`src/rtl/rpc_pkg.sv`:
```
package rpc_pkg;

  // Default settle period: 12 ms at 100 MHz
  localparam int unsigned DEFAULT_SETTLE = 1_200_000;

  typedef struct packed {
    logic addr_hit;
    logic ack_fall;
    logic host_nack;
    logic conv_done;
  } bus_evt_t;

endpackage

```
`src/rtl/rpc_session.sv`:
```
module rpc_session
  import rpc_pkg::*;
(
  input  logic     clk,
  input  logic     rst_n,
  input  bus_evt_t evt,
  input  logic     rw_flag,
  output logic     wake_ref,
  output logic     drop_ref
);
  logic pending_q;
  logic keep_q;
  logic in_txn_q;
  logic armed;

  assign armed    = pending_q | evt.addr_hit;
  assign wake_ref = evt.ack_fall & armed;
  assign drop_ref = evt.host_nack & in_txn_q & ~keep_q & ~wake_ref;

  always_ff @(posedge clk or negedge rst_n) begin
    if (!rst_n) begin
      pending_q <= 1'b0;
      keep_q    <= 1'b0;
      in_txn_q  <= 1'b0;
    end else begin
      if (evt.ack_fall)      pending_q <= 1'b0;
      else if (evt.addr_hit) pending_q <= 1'b1;

      if (evt.addr_hit) keep_q <= rw_flag;

      if (wake_ref)           in_txn_q <= 1'b1;
      else if (evt.host_nack) in_txn_q <= 1'b0;
    end
  end
endmodule

```
`src/rtl/rpc_conv_gate.sv`:
```
module rpc_conv_gate
  import rpc_pkg::*;
(
  input  logic     clk,
  input  logic     rst_n,
  input  bus_evt_t evt,
  output logic     conv_en
);
  always_ff @(posedge clk or negedge rst_n) begin
    if (!rst_n)             conv_en <= 1'b0;
    else if (evt.addr_hit)  conv_en <= 1'b1;
    else if (evt.conv_done) conv_en <= 1'b0;
  end
endmodule

```
`src/rtl/rpc_ref_gate.sv`:
```
module rpc_ref_gate (
  input  logic clk,
  input  logic rst_n,
  input  logic ext_ref,
  input  logic wake_ref,
  input  logic drop_ref,
  output logic ref_en_d,
  output logic ref_en
);
  always_comb begin
    if (ext_ref)       ref_en_d = 1'b0;
    else if (wake_ref) ref_en_d = 1'b1;
    else if (drop_ref) ref_en_d = 1'b0;
    else               ref_en_d = ref_en;
  end

  always_ff @(posedge clk or negedge rst_n) begin
    if (!rst_n) ref_en <= 1'b0;
    else        ref_en <= ref_en_d;
  end
endmodule

```
`src/rtl/rpc_settle_timer.sv`:
```
module rpc_settle_timer #(
  parameter int unsigned SETTLE_CYCLES = 16
) (
  input  logic clk,
  input  logic rst_n,
  input  logic ref_en_d,
  input  logic ref_en,
  output logic ready
);
  localparam int unsigned CW = $clog2(SETTLE_CYCLES + 1);
  localparam logic [CW-1:0] LIM    = CW'(SETTLE_CYCLES);
  localparam logic [CW-1:0] LIM_M1 = CW'(SETTLE_CYCLES - 1);

  logic [CW-1:0] cnt_q;

  always_ff @(posedge clk or negedge rst_n) begin
    if (!rst_n) begin
      cnt_q <= '0;
      ready <= 1'b0;
    end else if (!ref_en_d) begin
      cnt_q <= '0;
      ready <= 1'b0;
    end else if (ref_en) begin
      if (cnt_q != LIM)    cnt_q <= cnt_q + 1'b1;
      if (cnt_q == LIM_M1) ready <= 1'b1;
    end
  end
endmodule

```
`src/rtl/refpwr_ctrl.sv`:
```
module refpwr_ctrl
  import rpc_pkg::*;
#(
  parameter int unsigned SETTLE_CYCLES = DEFAULT_SETTLE
) (
  input  logic clk,
  input  logic rst_n,
  input  logic addr_hit,
  input  logic rw_flag,
  input  logic ack_fall,
  input  logic conv_done,
  input  logic host_nack,
  input  logic ext_ref,
  output logic conv_en,
  output logic ref_en,
  output logic ref_ready
);
  bus_evt_t evt;
  logic     wake_ref;
  logic     drop_ref;
  logic     ref_en_d;

  assign evt = '{addr_hit: addr_hit, ack_fall: ack_fall,
                 host_nack: host_nack, conv_done: conv_done};

  rpc_session u_session (
    .clk(clk), .rst_n(rst_n), .evt(evt), .rw_flag(rw_flag),
    .wake_ref(wake_ref), .drop_ref(drop_ref)
  );

  rpc_conv_gate u_conv (
    .clk(clk), .rst_n(rst_n), .evt(evt), .conv_en(conv_en)
  );

  rpc_ref_gate u_ref (
    .clk(clk), .rst_n(rst_n), .ext_ref(ext_ref), .wake_ref(wake_ref),
    .drop_ref(drop_ref), .ref_en_d(ref_en_d), .ref_en(ref_en)
  );

  rpc_settle_timer #(.SETTLE_CYCLES(SETTLE_CYCLES)) u_timer (
    .clk(clk), .rst_n(rst_n), .ref_en_d(ref_en_d), .ref_en(ref_en),
    .ready(ref_ready)
  );
endmodule

```
`config.mk`:
```
export PLATFORM = sky130hd
export DESIGN_NAME = refpwr_ctrl
export DESIGN_NICKNAME = d
export VERILOG_FILES = /design/src/rtl/rpc_pkg.sv /design/src/rtl/rpc_session.sv /design/src/rtl/rpc_conv_gate.sv /design/src/rtl/rpc_ref_gate.sv /design/src/rtl/rpc_settle_timer.sv /design/src/rtl/refpwr_ctrl.sv
export SDC_FILE = /design/constraint.sdc
export NUM_CORES = 1
export LEC_CHECK = 0
export BUFFER_PORTS_ARGS = -buffer_cell sky130_fd_sc_hd__buf_2
export CORE_UTILIZATION = 65
export CTS_BUF_LIST = sky130_fd_sc_hd__clkbuf_8
export CTS_CLUSTER_SIZE = 14
export DETAILED_ROUTE_END_ITERATION = 16
export HOLD_SLACK_MARGIN = 0.03
export PLACE_DENSITY = 0.86
export REMOVE_ABC_BUFFERS = 1
export SKIP_CTS_REPAIR_TIMING = 1
export SYNTH_ARGS = -nofsm -noshare
export SYNTH_HDL_FRONTEND = slang
export SYNTH_SLANG_ARGS = --single-unit
export TNS_END_PERCENT = 50
```
`constraint.sdc`:
```
create_clock -name clk -period 3.8 [get_ports clk]
set_input_delay 0 -clock clk [delete_from_list [all_inputs] [get_ports clk]]
set_output_delay 0 -clock clk [all_outputs]
set_load 0.01 [all_outputs]
```
[Word level (Yosys, flattened, before mapping)]
Index checks and enable logic that the tools add are counted.
Operators by class
  add/subtract/negate cells: 1
  multiply operators: 0
  divide/modulo/power cells: 0
  magnitude comparators: 0
  equal/unequal tests: 5
  shifts and indexed selects: 0
  muxes and demuxes: 15
  bitwise gates (word level): 7
  reductions and logical operators: 5
Operators with widths (count)
  21-bit two-way mux: 3
  21-bit by 1-bit adder with 21-bit output, second input constant: 1
  21-bit == test, second input constant: 1
  21-bit inequality test, second input constant: 1
  1-bit two-way mux: 12
  2-bit nonzero test: 3
  1-bit AND: 4
  2-bit by 1-bit inequality test with 1-bit output, second input constant: 2
  2-bit AND reduction: 2
  2-bit inequality test, second input constant: 1
  1-bit inverter: 2
  1-bit OR: 1
Storage, ports and cells
  bits in registers: 27
  bits in latches: 0
  bits in writable memories: 0
  ROM bits: 0
  input port bits: 8
  logic and storage cells: 40
  memories kept: 0

[Depth between registers and ports, before layout]
Gate-level depths: netlist (run 1).
  word-level depth: 9
  mapped depth: 6
  gate-level depth less buffers: 6

[Cells and area by module]
From an unflattened synthesis (run 1), not the netlist that was laid out.
Second synthesis, totals
  cells, all modules: 147
  area total of the unflattened synthesis: 1448.9 µm²
By module, submodules not included
  rpc_settle_timer: instances 1, cells each 129, area an instance 1234.9 µm²
  rpc_session: instances 1, cells each 11, area an instance 133.9 µm²
  rpc_ref_gate: instances 1, cells each 4, area an instance 43.8 µm²
  rpc_conv_gate: instances 1, cells each 3, area an instance 36.3 µm²

[Worst setup path after synthesis (run 1)]
No wires, ideal clock.
  kind: register -> register
  from: register u_timer.cnt_q[1]
  to: register u_timer.cnt_q[18]
  setup time: 0.078 ns
  arrival: 1.506 ns
  setup slack: 2.216 ns
  cell stages (with the launch flop): 7
  path buffers: 0
  cell sequence: dfrtp_1 ha_1 nand4_1 nor2_1 nand2_1 or4_1 a21oi_1
Between the ends
  longest elaborated chain between the ends: 4
  elaborated cells on any way between the ends: 7
RTL lines
  from (decl): RTL line rpc_settle_timer.sv:14  | logic [CW-1:0] cnt_q;
  from (signal assigned): RTL line rpc_settle_timer.sv:24  | if (cnt_q != LIM) cnt_q <= cnt_q + 1'b1;
  21-bit by 1-bit adder with 21-bit output: RTL line rpc_settle_timer.sv:24
  21-bit two-way mux: RTL line rpc_settle_timer.sv:24
  21-bit two-way mux: RTL line rpc_settle_timer.sv:23  | end else if (ref_en) begin
  21-bit two-way mux: RTL line rpc_settle_timer.sv:20  | end else if (!ref_en_d) begin
Parallel ways exist; a longest one is shown, timed or not. The select of a mux whose other input is x is not followed.
A chain may end at the register's enable or synchronous reset.

[Final worst setup path (run 1)]
Same ends and word-level chain as after synthesis.

==> results of run 1 <==
final cells by class:
cell class	instances	area, sq um	share of cell area, %
sequential	27	676	43.9
multi-input combinational	103	634	41.3
timing repair buffer	16	110	7.16
clock buffer	3	41.3	2.69
inverter	10	37.5	2.44
tap	27	33.8	2.20
clock inverter	1	5.00	0.325
kinds of logic after synthesis:
kind of cell             synth area share (%)
AO/OA/AOI/OAI                            6.56
XOR/XNOR                                 10.3
adder cells (fa/ha/maj)                  1.85
buffers and inverters                    3.32
flip-flops                               49.9
multiplexers                             1.57
AND/OR/NAND/NOR                          26.5
metrics by stage:
step                      total power [W]  cell area, sq um  setup WS (ps)  hold WS (ps)
after CTS                        0.000493              1480           1990          -261
after floorplan                  0.000317              1350           2210          -296
after global routing             0.000511              1540           1800           356
after detailed placement         0.000333              1430           2010          38.2
after global placement           0.000332              1430           2070          26.2
final                            0.000494              1540           2000           260
metal layers:
layer / wire length (um) / part of all wire (%) / vias to the layer above / track usage (%)
li1: - / - / 519 / -
met5: 0 / 0 / - / 0
met2: 1270 / 50 / 27 / 40.3
met1: 1140 / 45 / 507 / 33.9
met4: 40 / 1.6 / 0 / 11.1
met3: 63 / 2.5 / 5 / 2.64
worst reg2reg max path, cell delays in order (launching register included):
cell     delay, ps
dfrtp_1        420
ha_1           220
nand4_1        180
nor2_1         130
nand2_1        120
or4_1          490
a21oi_1        160
flip-flops by register name (all words and copies together), names as in the netlist:
| register | count |
|---|---|
| u_timer.cnt_q | 21 |
| u_ref.ref_en | 1 |
| u_session.keep_q | 1 |
| u_session.pending_q | 1 |
| u_timer.ready | 1 |
| u_conv.conv_en | 1 |
| u_session.in_txn_q | 1 |
synthesized netlist by cell type:
cell      number  share of area, %
xnor2_1        5               3.2
nand2b_1       1              0.46
and4_1         2               1.3
xor2_1        11               7.1
clkbuf_1       2              0.55
nand3_1        9               3.3
nor3_1         7               2.6
ha_1           2               1.8
a21oi_1        3               1.1
and3_1         1              0.46
or4_1          3               1.7
mux2i_1        1              0.74
o21ai_0        4               1.5
mux2_2         1              0.83
nor2_1        24               6.6
inv_1         10               2.8
nand2_1       12               3.3
dfrtp_1       27                50
nand3_2        1              0.74
nand4_1        6               2.8
a21o_1         2               1.1
and4bb_1       1              0.92
and2b_2        1              0.65
nor3_2         1              0.74
o21ai_4        1               1.2
o31ai_1        2               1.1
o211ai_1       1              0.55
nand4_2        1              0.92
worst paths after layout:
path	depth (start not counted)	slack, ps	end
min reg2reg	2	500	u_session.pending_q
max in group asynchronous	2	3150	u_timer.cnt_q[13]
max reg2reg	6	2000	u_timer.cnt_q[18]
max	6	2000	u_timer.cnt_q[18]
min in group clk	3	420	u_timer.cnt_q[3]
min	2	260	u_timer.cnt_q[6]
power by group through the flow:
| stage | clock network [W] | registers [W] | logic, W |
|---|---|---|---|
| floorplan | 0 | 0.000302 | 0.0000152 |
| global placement | 0 | 0.000301 | 0.0000301 |
| detailed placement | 0 | 0.000302 | 0.0000313 |
| CTS | 0.000166 | 0.000296 | 0.0000314 |
| global route | 0.000172 | 0.000297 | 0.0000415 |
| finish | 0.000161 | 0.000296 | 0.0000364 |
==> results by group, run 1 <==
Status
  – Run status: complete, no violations

Global route
  – GRT Util Overall: 24.9%
  – Via count of the first global-routing pass: just over 900
  – Largest net degree at the start of global routing: 28
  – Wire length of the first global-routing pass: just under 4000 um
  – Total grt overflow: 0
  – Antenna violations before repair: 0

Clock tree
  – Number of clock buffers inserted by TritonCTS: 3
  – Clock tree sinks: 27
  – CTS Root Cell: clkbuf_8
  – Clock latency at the later pin of the worst-skew pair: ~270 ps
  – H-tree depth: 1
  – Worst-case clock buffer depth: 2
  – Clock transition at the register clock pins on the worst setup and hold paths after CTS: around 90 ps
  – Clock tree from TritonCTS: done

Timing
  – Clock period minus worst slack: approximately 1800 ps
  – Rel. slew slack: a little under three fifths
  – Sum of negative setup slack: 0 ps
  – Achievable frequency: 0.554 GHz
  – Worst slew pin tran: around 660 ps
  – Worst clock skew on the final layout: roughly 3.2 ps
  – RSZ-0062 raised after global routing: no
  – Total count of hold-check failures in the final report: 0
  – Total of endpoints with negative setup slack in the final report: 0
  – Number of slew-limit violations in the final report: 0
  – Final critical-path share of the clock period: between 40% and 50%

Place
  – HPWL after detailed placement: about 1700 um
  – Buffers on Ports: 10
  – Number of placed cells counting well taps: 177
  – Placer's final routability congestion estimate: around 0.84

Routing
  – Via Count: around 1100
  – Remaining number of nets flagged by the antenna check after routing: 0
  – DRC marker count from the first detailed-route iteration: 21
  – Number of optimization iterations in the first detailed-route pass: 4
  – Vias/cell: 5.66
  – DR DRC count: 0
  – Post-Route WL: ~2500 um
  – Detailed-route wire length per cell: approximately 13 um

Worst setup path
  – Worst Path Required: roughly 4000 ps
  – Data arrival time of the critical path: around 2000 ps
  – Crit path launch: u_timer.cnt_q[1]
  – Crit path buf inv count: 0
  – Worst Path Max Fanout: 5
  – CP max stage cell: or4_1
  – Maximum cell stage delay along the critical path: 490 ps
  – Worst setup path class: reg -> reg
  – Capturing element type of the critical path: register
  – Top delay family on crit path: simple AND/OR/NAND/NOR gates
  – Startpoint class of the critical path: register
  – Launching point of the worst reg2reg path: u_timer.cnt_q[1]
  – Ordered list of cells on the worst path: ha_1 -> nand4_1 -> nor2_1 -> nand2_1 -> or4_1 -> a21oi_1

Finish
  – Most common cell after layout, fill and taps aside: dfrtp_1
  – Share of final-layout standard cells stronger than drive strength 1: 12.5%
  – Fraction of the core area covered by cells at the end of the flow: around four fifths
  – Top library cells by usage in the layout, fill and taps aside: dfrtp_1, nor2_1, nand2_1, xor2_1
  – Filler cell count: 146
  – Final antenna diode count: 0
  – Final net count: between 150 and 200
  – Area growth from synthesis to layout: 13.5%
  – Final standard cell count with taps included and fillers excluded: approximately 190

Die
  – Area of the die: ~2300 sq um
  – Starting utilization of the core area: between 60% and 70%
  – Core box area: 1960 sq um
  – Die Y-Extent: roughly 48 um
  – Standard-cell row count: 16
  – # IOs: 11
  – Width of the die: around 48 um

Pwr
  – Clock network fraction of design power: approximately 33%
  – Internal power of the cells: about 0.00038 W
  – Part of the power in combinational logic: under 10%
  – Areal power density over the cells: 321 nW/um^2
  – Net Sw Frac: between 20% and 30%
  – Maximum vdd ir drop: just over 0.3 mV
  – Sequential power share: roughly three fifths
  – Leak Pwr: roughly 0.65 nW
  – Net Sw Power: between 0.0001 and 0.00015 W

Synthesis
  – Number of synthesis warnings: 0
  – Share of the yosys chip area belonging to registers: between 40% and 50%
  – Syn Inst Count: ~140
  – Cell area after synthesis: roughly 1400 sq um
  – Number of synthesized register bits: 27
  – Distinct cells, synth: 28
  – Mean area per synthesized cell: 9.54 sq um

Hold path
  – Worst min-delay path class: in -> async

Job
  – Max cap viols: 0
(Power assumes the default switching activity.)
==> inputs of run 2 (changes only) <==
Settings changed: ABC_AREA from default to 1, CORE_UTILIZATION 65 to 62, PLACE_DENSITY 0.86 to 0.81.
Clock period 3.8 ns to 1.7 ns, I/O delays scaled along.
==> results by group, run 2 <==
Clock tree
  – Worst-case clock buffer depth: 2 (unchanged)
  – CTS Root Cell: clkbuf_8 (unchanged)
  – Clock transition at the register clock pins on the worst setup and hold paths after CTS: 100 ps (was 90 ps)
  – H-tree depth: 1 (unchanged)
  – Clock tree from TritonCTS: done (unchanged)
  – Number of clock buffers inserted by TritonCTS: 3 (unchanged)
  – Clock latency at the later pin of the worst-skew pair: 280 ps (was 270 ps)
  – Clock tree sinks: 27 (unchanged)

Pwr
  – Leak Pwr: 0.922 nW (was 0.653 nW)
  – Areal power density over the cells: 585 nW/um^2 (was 321 nW/um^2)
  – Maximum vdd ir drop: 0.639 mV (was 0.310 mV)
  – Internal power of the cells: 0.000869 W (was 0.000379 W)
  – Net Sw Frac: 26.4% (was 23.2%)
  – Clock network fraction of design power: 31.9% (was 32.6%)
  – Net Sw Power: 0.000312 W (was 0.000115 W)
  – Sequential power share: 56.0% (was 60.0%)
  – Part of the power in combinational logic: 12.0% (was 7.4%)

Synthesis
  – Mean area per synthesized cell: 7.02 sq um (was 9.54 sq um)
  – Async S/R FF share, synth: 100% (unchanged)
  – Area share of the largest cell type after synthesis: 38.5% (was 49.9%)
  – Distinct cells, synth: 26 (was 28)
  – Number of synthesized register bits: 27 (unchanged)
  – Syn Inst Count: 250 (was 142)
  – Biggest area consumer among synthesized cells: dfrtp_1 (unchanged)
  – Cells taking the most area after synthesis: dfrtp_1, nand2_1, nand3_1 (was dfrtp_1, xor2_1, nor2_1)
  – Synth Flop Type: dfrtp_1 (unchanged)
  – Top-count cell post-synth: nand2_1 (was dfrtp_1)
  – Cell area after synthesis: 1750 sq um (was 1360 sq um)
  – Top cell types by occurrence after synthesis: nand2_1, nor2_1, nand3_1 (was dfrtp_1, nor2_1, nand2_1)
  – Share of the yosys chip area belonging to registers: 38.5% (was 49.9%)
  – Number of enable flip-flop cells after synthesis: 0 (unchanged)
  – Number of synthesis warnings: 0 (unchanged)

Routing
  – Vias/cell: 5.45 (was 5.66)
  – Detailed-route wire length per cell: 14.3 um (was 13.5 um)
  – DRC marker count from the first detailed-route iteration: 36 (was 21)
  – DR DRC count: 0 (unchanged)
  – Number of optimization iterations in the first detailed-route pass: 4 (unchanged)
  – Via Count: 1669 (was 1058)
  – Remaining number of nets flagged by the antenna check after routing: 0 (unchanged)
  – Post-Route WL: 4380 um (was 2520 um)

Die
  – Standard-cell row count: 18 (was 16)
  – Starting utilization of the core area: 68.3% (was 69.1%)
  – Core box area: 2570 sq um (was 1960 sq um)
  – Width of the die: 55.2 um (was 47.7 um)
  – Area of the die: 3050 sq um (was 2270 sq um)
  – # IOs: 11 (unchanged)
  – Die Y-Extent: 55.2 um (was 47.7 um)

Finish
  – Fraction of the core area covered by cells at the end of the flow: 78.6% (was 78.4%)
  – Non-Filler Cell Area, Final: 2020 sq um (was 1540 sq um)
  – Final antenna diode count: 0 (unchanged)
  – Filler cell count: 184 (was 146)
  – Area growth from synthesis to layout: 15.1% (was 13.5%)
  – Most common cell after layout, fill and taps aside: nand2_1 (was dfrtp_1)
  – Number of flip-flops in the largest register: 21 (unchanged)
  – Top library cells by usage in the layout, fill and taps aside: nand2_1, nor2_1, nand3_1, dfrtp_1, inv_1 (was dfrtp_1, nor2_1, nand2_1, xor2_1)
  – Register with the most flip-flops: u_timer.cnt_q (unchanged)
  – Final net count: 287 (was 171)
  – Share of final-layout standard cells stronger than drive strength 1: 15.2% (was 12.5%)
  – Multi-input combinational cell area: 957 sq um (was 634 sq um)
  – Sequential cell area: 676 sq um (unchanged)

Timing
  – Worst slew pin tran: 609 ps (was 660 ps)
  – Total of endpoints with negative setup slack in the final report: 1 (was 0)
  – Clock period minus worst slack: 1710 ps
  – Worst hold slack: 73.1 ps (was 260 ps)
  – Final critical-path share of the clock period: 101%
  – Total count of hold-check failures in the final report: 0 (unchanged)
  – Number of slew-limit violations in the final report: 0 (unchanged)
  – RSZ-0062 raised after global routing: yes (was no)
  – Rel. slew slack: 59.4% (was 56.0%)
  – Sum of negative setup slack: -11.7 ps (was 0 ps)
  – Worst clock skew on the final layout: 4.74 ps (was 3.17 ps)
  – Achievable frequency: 0.584 GHz
  – Setup WS post-layout: -11.7 ps (was 2000 ps)

Place
  – Total placed instance area: 1850 sq um (was 1430 sq um)
  – Buffers on Ports: 10 (unchanged)
  – Placer's final routability congestion estimate: 0.934 (was 0.840)
  – HPWL after detailed placement: 2850 um (was 1720 um)

Global route
  – Via count of the first global-routing pass: 1435 (was 935)
  – Wire length of the first global-routing pass: 6330 um (was 3950 um)
  – Total grt overflow: 0 (unchanged)
  – Largest net degree at the start of global routing: 28 (unchanged)
  – Antenna violations before repair: 0 (unchanged)
  – GRT Util Overall: 30.3% (was 24.9%)

Worst setup path
  – Launching point of the worst reg2reg path: u_timer.cnt_q[0] (was u_timer.cnt_q[1])
  – End point of the critical path: u_session.keep_q (was u_timer.cnt_q[18])
  – FF-to-FF End: u_timer.cnt_q[8] (was u_timer.cnt_q[18])
  – Data arrival time of the critical path: 1880 ps (was 2000 ps)
  – Capturing element type of the critical path: register (unchanged)
  – Depth of the worst register-to-register path: 8 (was 6)
  – Worst reg2reg setup slack: 80 ps (was 2000 ps)
  – Startpoint class of the critical path: input pin (was register)
  – Worst Path Required: 1870 ps (was 3990 ps)
  – Crit path launch: rw_flag (was u_timer.cnt_q[1])
  – Worst setup path class: in -> reg (was reg -> reg)
  – Worst Path Max Fanout: 1 (was 5)

Job
  – Max cap viols: 0 (unchanged)

Hold path
  – Worst min-delay path class: in -> reg (was in -> async)

Status
  – Run status: finished, violations left (was complete, no violations)
  – Failing checks: negative setup slack
-- run 2: cell count changes in the layout (fill, tap and decap cells not counted), moves of 6 or more --
cell,change
nor2_1,+21
inv_1,+9
nand3_1,+26
nor3_1,-6
buf_4,+10
nand2_1,+55
-- run 2: critical path: stages --
cell	delay, ps
dlygate4sd3_1	540
buf_2	120
nand2_1	50
dlygate4sd3_1	540
nand2_1	70
dlygate4sd3_1	560
-- run 2: worst min-delay path by stage --
stage	start	end	slack (ps)	cells past startpoint
floorplan	rst_n	u_conv.conv_en	-300	0
global placement	rst_n	u_timer.cnt_q[15]	40	1
detailed placement	rst_n	u_timer.cnt_q[16]	40	1
CTS	rst_n	u_timer.cnt_q[17]	-260	1
global route	ext_ref	u_ref.ref_en	100	3
finish	ext_ref	u_ref.ref_en	70	3
-- run 2: final cells by class --
class                      instances  area share [%]
clock buffer                       3            2.05
clock inverter                     1           0.248
timing repair buffer              29            10.7
inverter                          23            4.28
tap                               30            1.86
sequential                        27            33.5
multi-input combinational        193            47.4
-- run 2: per-layer routing --
layer | track usage [%] | wire [um] | up-vias
met3 | 3.01 | 180 | 8
li1 | - | - | 846
met4 | 14.6 | 85 | 0
met1 | 40.8 | 1950 | 767
met5 | 0 | 0 | -
met2 | 48.6 | 2170 | 48
-- run 2: kinds of logic after synthesis --
| kind of cell | after synthesis | synth area share, % |
|---|---|---|
| AND/OR/NAND/NOR | 167 | 42.9 |
| flip-flops | 27 | 38.5 |
| XOR/XNOR | 10 | 4.99 |
| adder cells (fa/ha/maj) | 2 | 1.43 |
| AO/OA/AOI/OAI | 14 | 4.21 |
| buffers and inverters | 30 | 7.99 |
-- run 2: power by group through the flow --
stage / Combinational, W / Clock, W / Sequential, W
floorplan: 0.0000494 / 0 / 0.000678
CTS: 0.000115 / 0.000377 / 0.000661
global route: 0.000157 / 0.000392 / 0.000663
finish: 0.000142 / 0.000377 / 0.000662
detailed placement: 0.000115 / 0 / 0.000673
global placement: 0.000112 / 0 / 0.000673
-- run 2: metrics by stage --
stage | total power [W] | setup WS (ps) | cells
final | 0.00118 | -11.7 | 306
after global routing | 0.00121 | -55.0 | 306
after CTS | 0.00115 | 18.3 | 295
after detailed placement | 0.000788 | 44.0 | 291
after global placement | 0.000785 | 126 | 291
after floorplan | 0.000728 | -679 | 243
